<file path="src/rtl/lct_pkg.sv">
package lct_pkg;
    localparam int CODE_W    = 3;
    localparam int CFG_W     = 4;
    localparam int SHIFT_MAX = (1 << CODE_W) - 1;
    localparam int PH_W      = SHIFT_MAX;
    localparam logic [CFG_W-1:0] CFG_KEEP = 4'hB;

    typedef logic [CODE_W-1:0] shift_t;
    typedef logic [PH_W-1:0]   phase_t;

    typedef struct packed {
        phase_t ph;
        shift_t sh;
    } presc_t;
endpackage

</file>
<file path="src/rtl/lct_div_decode.sv">
module lct_div_decode
    import lct_pkg::*;
(
    input  logic [CFG_W-1:0] cfg,
    output shift_t           shift
);
    shift_t code;

    always_comb begin
        code  = {cfg[3], cfg[1:0]};
        shift = code + shift_t'(1);
    end
endmodule

</file>
<file path="src/rtl/lct_prescaler.sv">
module lct_prescaler
    import lct_pkg::*;
(
    input  logic   clk,
    input  logic   rst,
    input  shift_t shift_new,
    output logic   tick_start,
    output shift_t shift_cur
);
    presc_t st_d, st_q;
    phase_t lim;

    always_comb begin
        lim  = (phase_t'(1) << st_q.sh) - phase_t'(1);
        st_d = st_q;
        if (st_q.ph == lim) begin
            st_d.ph = '0;
            st_d.sh = shift_new;
        end else begin
            st_d.ph = st_q.ph + phase_t'(1);
        end
    end

    always_ff @(posedge clk) begin
        if (rst) begin
            st_q.ph <= '0;
            st_q.sh <= shift_t'(1);
        end else begin
            st_q <= st_d;
        end
    end

    assign tick_start = (st_q.ph == '0);
    assign shift_cur  = st_q.sh;

    // the phase never runs past the period chosen by the active divisor
    p_phase_in_period_r1: assert property (@(posedge clk) disable iff (rst)
        st_q.ph <= lim);

    // the active divisor changes only as a new tick starts
    p_rate_change_at_tick_r9: assert property (@(posedge clk) disable iff (rst)
        (st_q.sh != $past(st_q.sh)) |-> (st_q.ph == '0));
endmodule

</file>
<file path="src/rtl/lct_countdown.sv">
module lct_countdown #(
    parameter int CNT_W = 32
) (
    input  logic             clk,
    input  logic             rst,
    input  logic             load,
    input  logic [CNT_W-1:0] load_val,
    input  logic             tick_start,
    output logic [CNT_W-1:0] remaining,
    output logic             expired
);
    localparam int EXT_W = CNT_W + 1;

    typedef struct packed {
        logic [EXT_W-1:0] cnt;
        logic             run;
        logic             pulse;
    } cd_t;

    cd_t              st_d, st_q;
    logic [EXT_W-1:0] extra;

    always_comb begin
        st_d       = st_q;
        st_d.pulse = 1'b0;
        extra      = tick_start ? '0 : EXT_W'(1);
        if (load) begin
            if (load_val == '0) begin
                st_d.cnt = '0;
                st_d.run = 1'b0;
            end else begin
                st_d.cnt = {1'b0, load_val} + extra;
                st_d.run = 1'b1;
            end
        end else if (st_q.run && tick_start) begin
            if (st_q.cnt == EXT_W'(1)) begin
                st_d.cnt   = '0;
                st_d.run   = 1'b0;
                st_d.pulse = 1'b1;
            end else begin
                st_d.cnt = st_q.cnt - EXT_W'(1);
            end
        end
    end

    always_ff @(posedge clk) begin
        if (rst) begin
            st_q <= '0;
        end else begin
            st_q <= st_d;
        end
    end

    assign remaining = st_q.cnt[CNT_W] ? '1 : st_q.cnt[CNT_W-1:0];
    assign expired   = st_q.pulse;

    // the expiry pulse lasts a single cycle
    p_pulse_single_r8: assert property (@(posedge clk) disable iff (rst)
        st_q.pulse |=> !st_q.pulse);

    // the count is empty and idle while the pulse is shown
    p_idle_at_pulse_r8: assert property (@(posedge clk) disable iff (rst)
        st_q.pulse |-> (!st_q.run && st_q.cnt == '0));

    // a zero start value never leads to a pulse
    p_zero_load_quiet_r7: assert property (@(posedge clk) disable iff (rst)
        (load && load_val == '0) |=> !st_q.pulse);

    // without a load, the count moves only on a tick start
    p_step_on_tick_r3: assert property (@(posedge clk) disable iff (rst)
        ((st_q.cnt != $past(st_q.cnt)) && !$past(load)) |-> $past(tick_start));
endmodule

</file>
<file path="src/rtl/lic_timer.sv">
module lic_timer
    import lct_pkg::*;
#(
    parameter int ADDR_W = 12,
    parameter int DATA_W = 32,
    parameter int CNT_W  = 32,
    parameter logic [ADDR_W-1:0] A_INIT = 12'h380,
    parameter logic [ADDR_W-1:0] A_CUR  = 12'h390,
    parameter logic [ADDR_W-1:0] A_CFG  = 12'h3E0
) (
    input  logic              clk,
    input  logic              rst,
    input  logic [ADDR_W-1:0] addr,
    input  logic              wr_en,
    input  logic [DATA_W-1:0] wr_data,
    input  logic              rd_en,
    output logic [DATA_W-1:0] rd_data,
    output logic              timeout
);
    typedef struct packed {
        logic [CFG_W-1:0]  cfg;
        logic [CNT_W-1:0]  init;
        logic [DATA_W-1:0] rd;
    } regs_t;

    regs_t            st_d, st_q;
    logic             load;
    logic [CNT_W-1:0] cur_count;
    logic             tick_start;
    shift_t           shift_new;
    shift_t           shift_cur;

    always_comb begin
        st_d = st_q;
        load = 1'b0;
        if (wr_en) begin
            if (addr == A_CFG) begin
                st_d.cfg = wr_data[CFG_W-1:0] & CFG_KEEP;
            end else if (addr == A_INIT) begin
                st_d.init = wr_data[CNT_W-1:0];
                load      = 1'b1;
            end
        end
        st_d.rd = '0;
        if (rd_en) begin
            if (addr == A_CFG) begin
                st_d.rd = DATA_W'(st_q.cfg);
            end else if (addr == A_INIT) begin
                st_d.rd = DATA_W'(st_q.init);
            end else if (addr == A_CUR) begin
                st_d.rd = DATA_W'(cur_count);
            end
        end
    end

    always_ff @(posedge clk) begin
        if (rst) begin
            st_q <= '0;
        end else begin
            st_q <= st_d;
        end
    end

    lct_div_decode u_decode (
        .cfg   (st_q.cfg),
        .shift (shift_new)
    );

    lct_prescaler u_presc (
        .clk        (clk),
        .rst        (rst),
        .shift_new  (shift_new),
        .tick_start (tick_start),
        .shift_cur  (shift_cur)
    );

    lct_countdown #(.CNT_W(CNT_W)) u_count (
        .clk        (clk),
        .rst        (rst),
        .load       (load),
        .load_val   (wr_data[CNT_W-1:0]),
        .tick_start (tick_start),
        .remaining  (cur_count),
        .expired    (timeout)
    );

    assign rd_data = st_q.rd;

    // the divide register reads back with only the masked bits possible
    p_cfg_readback_r2: assert property (@(posedge clk) disable iff (rst)
        $past(rd_en && addr == A_CFG) |-> ((rd_data & ~DATA_W'(CFG_KEEP)) == '0));

    // writing the read-only count leaves it alone between tick starts
    p_cur_write_ignored_r6: assert property (@(posedge clk) disable iff (rst)
        (wr_en && addr == A_CUR && !tick_start) |=> $stable(cur_count));

    // reads of unmapped offsets return zero
    p_unmapped_read_zero_r5: assert property (@(posedge clk) disable iff (rst)
        $past(rd_en && addr != A_CFG && addr != A_INIT && addr != A_CUR) |-> (rd_data == '0));

    // the prescaler only changes the active divisor at a tick start
    p_shift_held_mid_tick_r9: assert property (@(posedge clk) disable iff (rst)
        !tick_start |-> (shift_cur == $past(shift_cur)));
endmodule

</file>
<file path="config.mk">
export PLATFORM = sky130hd
export DESIGN_NAME = lic_timer
export DESIGN_NICKNAME = d
export VERILOG_FILES = /design/src/rtl/lct_pkg.sv /design/src/rtl/lct_div_decode.sv /design/src/rtl/lct_prescaler.sv /design/src/rtl/lct_countdown.sv /design/src/rtl/lic_timer.sv
export SDC_FILE = /design/constraint.sdc
export NUM_CORES = 1
export LEC_CHECK = 0
export BUFFER_PORTS_ARGS = -buffer_cell sky130_fd_sc_hd__buf_2
export CAP_MARGIN = 20
export CORE_AREA = 2 2 98 119
export DETAILED_ROUTE_END_ITERATION = 8
export DIE_AREA = 0 0 100 121
export GPL_ROUTABILITY_DRIVEN = 0
export PLACE_DENSITY = 0.77
export SLEW_MARGIN = 20
export SYNTH_ARGS = -nofsm -noshare
export SYNTH_HDL_FRONTEND = slang
export SYNTH_SLANG_ARGS = --single-unit
</file>
<file path="constraint.sdc">
create_clock -name clk -period 3.25 [get_ports clk]
set_input_delay 0.65 -clock clk [delete_from_list [all_inputs] [get_ports clk]]
set_output_delay 0.65 -clock clk [all_outputs]
set_load 0.005 [all_outputs]
</file>
Yosys cells after proc, flatten, opt, wreduce, memory -nomap -nowiden
Cells that the tools add are included.
Widths: inputs -> output; s select.
{"block": "word_totals", "ff_bits": 112, "wordCells": 49, "output_inout_bits": 33}
{"block": "classes", "n_eq_ne": 5, "addsub": 5, "mux": 13, "reduce_logical": 12, "bitwise": 3, "shift": 1}
{"op": "$mux 32", "n": 3}
{"op": "$mux 34", "n": 2}
{"op": "$eq 12x10->1 const B", "n": 3}
{"op": "$mux 35", "n": 1}
{"op": "$add 32x33->33", "n": 1}
{"op": "$eq 33x1->1 const B", "n": 1}
{"op": "$mux 33", "n": 1}
{"op": "$sub 33x1->33 const B", "n": 1}
{"op": "$logic_not 32->1", "n": 1}
{"op": "$add 7x1->7 const B", "n": 1}
{"op": "$eq 7x7->1", "n": 1}
{"op": "$logic_not 7->1", "n": 1}
{"op": "$shl 1x3->7 const A", "n": 1}
{"op": "$sub 7x1->7 const B", "n": 1}
{"op": "$reduce_or 3->1", "n": 2}
{"op": "$mux 1", "n": 4}
{"op": "$mux 4", "n": 1}
{"op": "$reduce_and 2->1", "n": 2}
{"op": "$reduce_bool 2->1", "n": 2}
{"op": "$reduce_or 2->1", "n": 2}
{"op": "$add 3x1->3 const B", "n": 1}
{"op": "$not 1->1", "n": 3}
{"op": "$reduce_and 3->1", "n": 1}
{"op": "$mux 2", "n": 1}
{"op": "$logic_and 1x1->1", "n": 1}

Depth between registers and ports, before layout
{"block": "logic_depth", "ltp_word": 6, "depth_mapped": 13}

Hierarchy
From an unflattened synthesis, not the netlist that was laid out.
{"block": "hier_totals", "cells_unflattened": 799, "hier_area_um2": 6830.3}
{"mod": "lct_countdown", "cells_per_inst": 427, "n_inst": 1, "area_each_um2": 3081.7}
{"mod": "lic_timer", "cells_per_inst": 299, "n_inst": 1, "area_each_um2": 3075.4}
{"mod": "lct_prescaler", "cells_per_inst": 70, "n_inst": 1, "area_each_um2": 648.1}
{"mod": "lct_div_decode", "cells_per_inst": 3, "n_inst": 1, "area_each_um2": 25.0}

Least setup slack after synthesis
OpenSTA, ideal clock, no wires.
{"block": "synth_path", "kind": "input -> register", "from": "in addr[4]", "to": "reg u_count.st_q[27] in the netlist's numbering", "path_stages": 8, "t_arrival_ns": 2.355, "slack_ns": 0.755, "path_cell_list": "or4b_1 nor4_4 or2_2 clkbuf_1 nor2_1 clkbuf_1 nand4_1 o211ai_1"}
{"block": "synth_between", "elab_chain_cells": 5, "elab_cells_between_ends": 7}
{"element": "start: declaration", "line": "lic_timer.sv:13", "text": "input logic [ADDR_W-1:0] addr,"}
{"element": "$eq 12x10->1", "line": "lic_timer.sv:39", "text": "end else if (addr == A_INIT) begin"}
{"element": "$mux 1", "line": "lic_timer.sv:39"}
{"element": "$mux 1 (*)", "line": "lic_timer.sv:37", "text": "if (addr == A_CFG) begin"}
{"element": "$mux 1 (*)", "line": "lic_timer.sv:36", "text": "if (wr_en) begin"}
{"element": "$mux 34 / $reduce_bool 2->1 (equally long branches)"}
{"element": "end signal: assignment", "line": "lct_countdown.sv:50", "text": "st_q <= st_d;"}
{"element": "end: declaration", "line": "lct_countdown.sv:20", "text": "cd_t st_d, st_q;"}
Every way passes the cells marked *; elsewhere a longest branch is shown, timed or not.
A chain may end at the register's enable or synchronous reset.

Worst setup path after layout
{"block": "layout_path", "from": "reg u_presc.st_q[4] in the netlist's numbering", "to": "reg u_count.st_q[17] in the netlist's numbering"}
{"block": "layout_between", "elab_chain_cells": 5, "elab_cells_between_ends": 7}
{"element": "start: declaration", "line": "lct_prescaler.sv:10", "text": "presc_t st_d, st_q;"}
{"element": "start signal: assignment", "line": "lct_prescaler.sv:29", "text": "st_q <= st_d;"}
{"element": "$logic_not 7->1 (*)", "line": "lct_prescaler.sv:33", "text": "assign tick_start = (st_q.ph == '0);"}
{"element": "$mux 1", "line": "lct_countdown.sv:26", "text": "extra = tick_start ? '0 : EXT_W'(1);"}
{"element": "$add 32x33->33", "line": "lct_countdown.sv:32", "text": "st_d.cnt = {1'b0, load_val} + extra;"}
{"element": "$mux 34", "line": "lct_countdown.sv:28", "text": "if (load_val == '0) begin"}
{"element": "$mux 34", "line": "lct_countdown.sv:27", "text": "if (load) begin"}
Marks and branches as above.

==> results.md <==
- Initial core utilization: 55.4%
- Final hold vios: 0
- Synthesized flop and latch total: roughly 110
- IO buf count: 80
- Tightest Hold Check Type: flip-flop to flip-flop
- Die width: approximately 100 um
- Die Ht: 121 um
- Startpoint Class: flip-flop
- I/O Pins: between 80 and 90
- Routed wire length: 18.4 mm
- Fraction of registers with async set or reset after synthesis: 0%
- Critical path class: flip-flop to flip-flop
- TritonCTS buffer count: 9
- Final worst slack: 0.370 ns
- Yosys cell types: 56
- WP data required: around 3.5 ns
- Num rows: 42
- Crit path DAT: approximately 3.2 ns
- CTS root buf: clkbuf_16
- Vias in the first global route: between 5000 and 6000
- Seq/Total Area, Yosys: between 30 and 40%
- # Post-CTS Setup Buffers: 0
- Unrepaired setup endpoints after global routing: false
- Die area: between 0.01 and 0.015 sq mm
- Crit path max fanout: 13
- Worst path slowest cell: nor2_1
- Top Family by Delay on Critical Path: simple AND/OR/NAND/NOR gates
- Pwr Density: 422 mW/mm^2
- Cells after Synth: 788
- Setup TNS Final: 0 ns
- YS warnings: 0
- Number of vias per cell: ~6.4
- Pre-antenna DRT Iters: 6
- Placed insts: roughly 940
- Total number of vias: just over 6000
- Static Leak: approximately 2.4 nW
- Clock sink count: ~110
- Cells along the critical path: inv_1 > ha_1 > nor4b_2 > and3_1 > o31ai_4 > nor2_1 > a22oi_1 > a21oi_1
- Max Slew Vio Count: 0
- Post-DRT Antenna Nets: 0
- Setup slack after placement: between 0.4 and 0.5 ns
- Slew margin rel.: between 20% and 30%
- Outcome: complete, no violations
- Final cell count without fillers: between 900 and 1000
- P&R area growth vs syn: 8.92%
- Post-synth EDFFs: 0
- Peak supply drop: approximately 0.27 mV
- First-pass GRT wire length: around 29 mm
- Syn avg cell area: approximately 7.7 sq um
- Slowest Stage Delay on Critical Path: about 0.84 ns
- Largest net degree at the start of global routing: 64
- Nets: slightly below 900
- Ratio of cells with drive above 1 in the final layout: 16.1%
- Worst path bufs/invs: 1
- Clk Latency, worst-skew pair: 0.36 ns
- PostCTS Resize Cnt: 0
- Minimum clock period: between 2 and 3 ns
- # diodes: 0
- HPWL Detailed: between 10 and 15 mm
- Drt drc: 0
- CTS tree: done
- Actual slew at the worst max-slew pin: around 1.1 ns
- Gr ovfl total: 0
- Synth Flop Type: dfxtp_1
- Final setup vio count: 0
- Max Clock Freq: around 350 MHz
- GRT Total Usage: between 30% and 40%
- Core Region: 0.0109 sq mm
- Max-cap violations: 0
- First-iteration detailed-routing DRC count: 460
- Deepest clock path buffer count: 2
- Clk_skew: 0.00785 ns
- Htree depth: 3
- Cell area after synthesis: ~0.0061 sq mm
- Final worst-path cycle share: a little under 90%
- Worst-path clk slew: around 0.07 ns
- Mapped Nets: around 840
- Crit. End Element: flip-flop
- CTS hold repair buffers: 0
- WL/cell: just under 20 um
- Initial antenna violation count: 0
==> layout make-up <==
class	count	area [sq um]
Clock buffer	10	229
Clock inverter	6	43.8
Fill cell	1007	4330
Inverter	13	48.8
Multi-Input combinational cell	580	3330
Sequential cell	112	2240
Tap cell	132	165
Timing Repair Buffer	99	543
==> cell families (layout without fill, tap and decap cells) <==
| group | Yosys count | count (layout) | synth area share, % |
|---|---|---|---|
| xor+xnor | 43 | 43 | 6.22 |
| simple gates | 331 | 331 | 27.2 |
| compound gates | 193 | 193 | 19.0 |
| mux | 5 | 5 | 0.847 |
| fa+ha+maj | 8 | 8 | 1.61 |
| buf+inv | 96 | 128 | 8.18 |
| flops | 112 | 112 | 37.0 |
==> path summary, 6_finish.rpt <==
kind                    from               end  slack [ns]  cells after the start
max          u_presc.st_q[4]  u_count.st_q[17]        0.37                      8
min reg2reg         st_q[63]       rd_data[31]        0.45                      2
max reg2reg  u_presc.st_q[4]  u_count.st_q[17]        0.37                      8
min                 st_q[63]       rd_data[31]        0.45                      2
==> stage by stage <==
| stage | instance area (sq um) | hold WS, ns | utilization (%) | power [mW] |
|---|---|---|---|---|
| final | 6600 | 0.449 | 60.4 | 2.78 |
| after global placement | 6320 | 0.437 | 57.9 | 1.75 |
| after CTS | 6600 | 0.453 | 60.4 | 2.79 |
| after global routing | 6600 | 0.465 | 60.4 | 2.88 |
| after floorplan | 6060 | 0.432 | - | 1.65 |
| after detailed placement | 6320 | 0.445 | 57.9 | 1.77 |
==> cells in the mapped netlist (all sizes together), types with 2 or more instances <==
library cell / number / share of area, %
xnor2: 21 / 3.0
a31oi: 7 / 0.72
mux2i: 4 / 0.66
nand3: 30 / 2.5
or4b: 4 / 0.66
dfxtp: 112 / 37
o2bb2ai: 2 / 0.29
or2: 5 / 0.52
o41a: 2 / 0.37
nand4: 12 / 1.2
nand2: 145 / 9.0
and4: 4 / 0.58
ha: 7 / 1.4
o31ai: 4 / 0.72
nand3b: 5 / 0.62
nor2: 41 / 2.5
nor4b: 3 / 0.64
a21oi: 82 / 6.8
and3: 10 / 1.0
buf: 41 / 4.8
a211oi: 4 / 0.58
and2: 5 / 0.52
o21a: 3 / 0.37
o311ai: 2 / 0.29
or4: 4 / 0.56
nand2b: 2 / 0.21
nor4: 25 / 3.2
clkbuf: 42 / 2.6
inv: 13 / 0.81
or3: 3 / 0.31
o211ai: 18 / 2.2
a22oi: 12 / 1.5
o22ai: 5 / 0.52
xor2: 22 / 3.2
o21ai: 48 / 4.0
nand4b: 3 / 0.43
nor3: 28 / 2.4
==> report_power, final <==
part | total [mW] | internal, mW | switching, mW
Sequential | 1.42 | 1.39 | 0.0316
Clock | 1.04 | 0.525 | 0.516
Combinational | 0.320 | 0.133 | 0.187
Total | 2.78 | 2.05 | 0.735
==> sequential cells by signal, summed over array words and instances, names as in the netlist <==
signal	flops
u_count.st_q	34
rd_data	32
u_count.expired	1
u_presc.st_q	7
u_presc.shift_cur	3
st_q	35
==> cell usage in the layout (no fill, tap or decap), types with 19 or more instances in the layout <==
master,instances
buf_4,19
a21oi_1,82
nor3_1,27
nand3_1,30
xor2_1,22
o21ai_0,47
buf_2,80
nand2_1,145
nor4_1,21
dfxtp_1,112
nor2_1,41
xnor2_1,21
==> worst min-delay path, cell delays in order, from the launching register on <==
cell     delay [ns]
dfxtp_1        0.31
nand2_1        0.05
a21oi_1        0.05
==> metal layers <==
layer / up-vias / part of all wire [%] / GRT usage [%]
met4: 0 / 6.2 / 21.4
met1: 2880 / 38 / 36.6
met2: 318 / 48 / 51.9
met5: - / 0 / 0
li1: 2815 / - / -
met3: 88 / 7.5 / 5.18
Note: power is estimated with default switching activity, not from simulation.
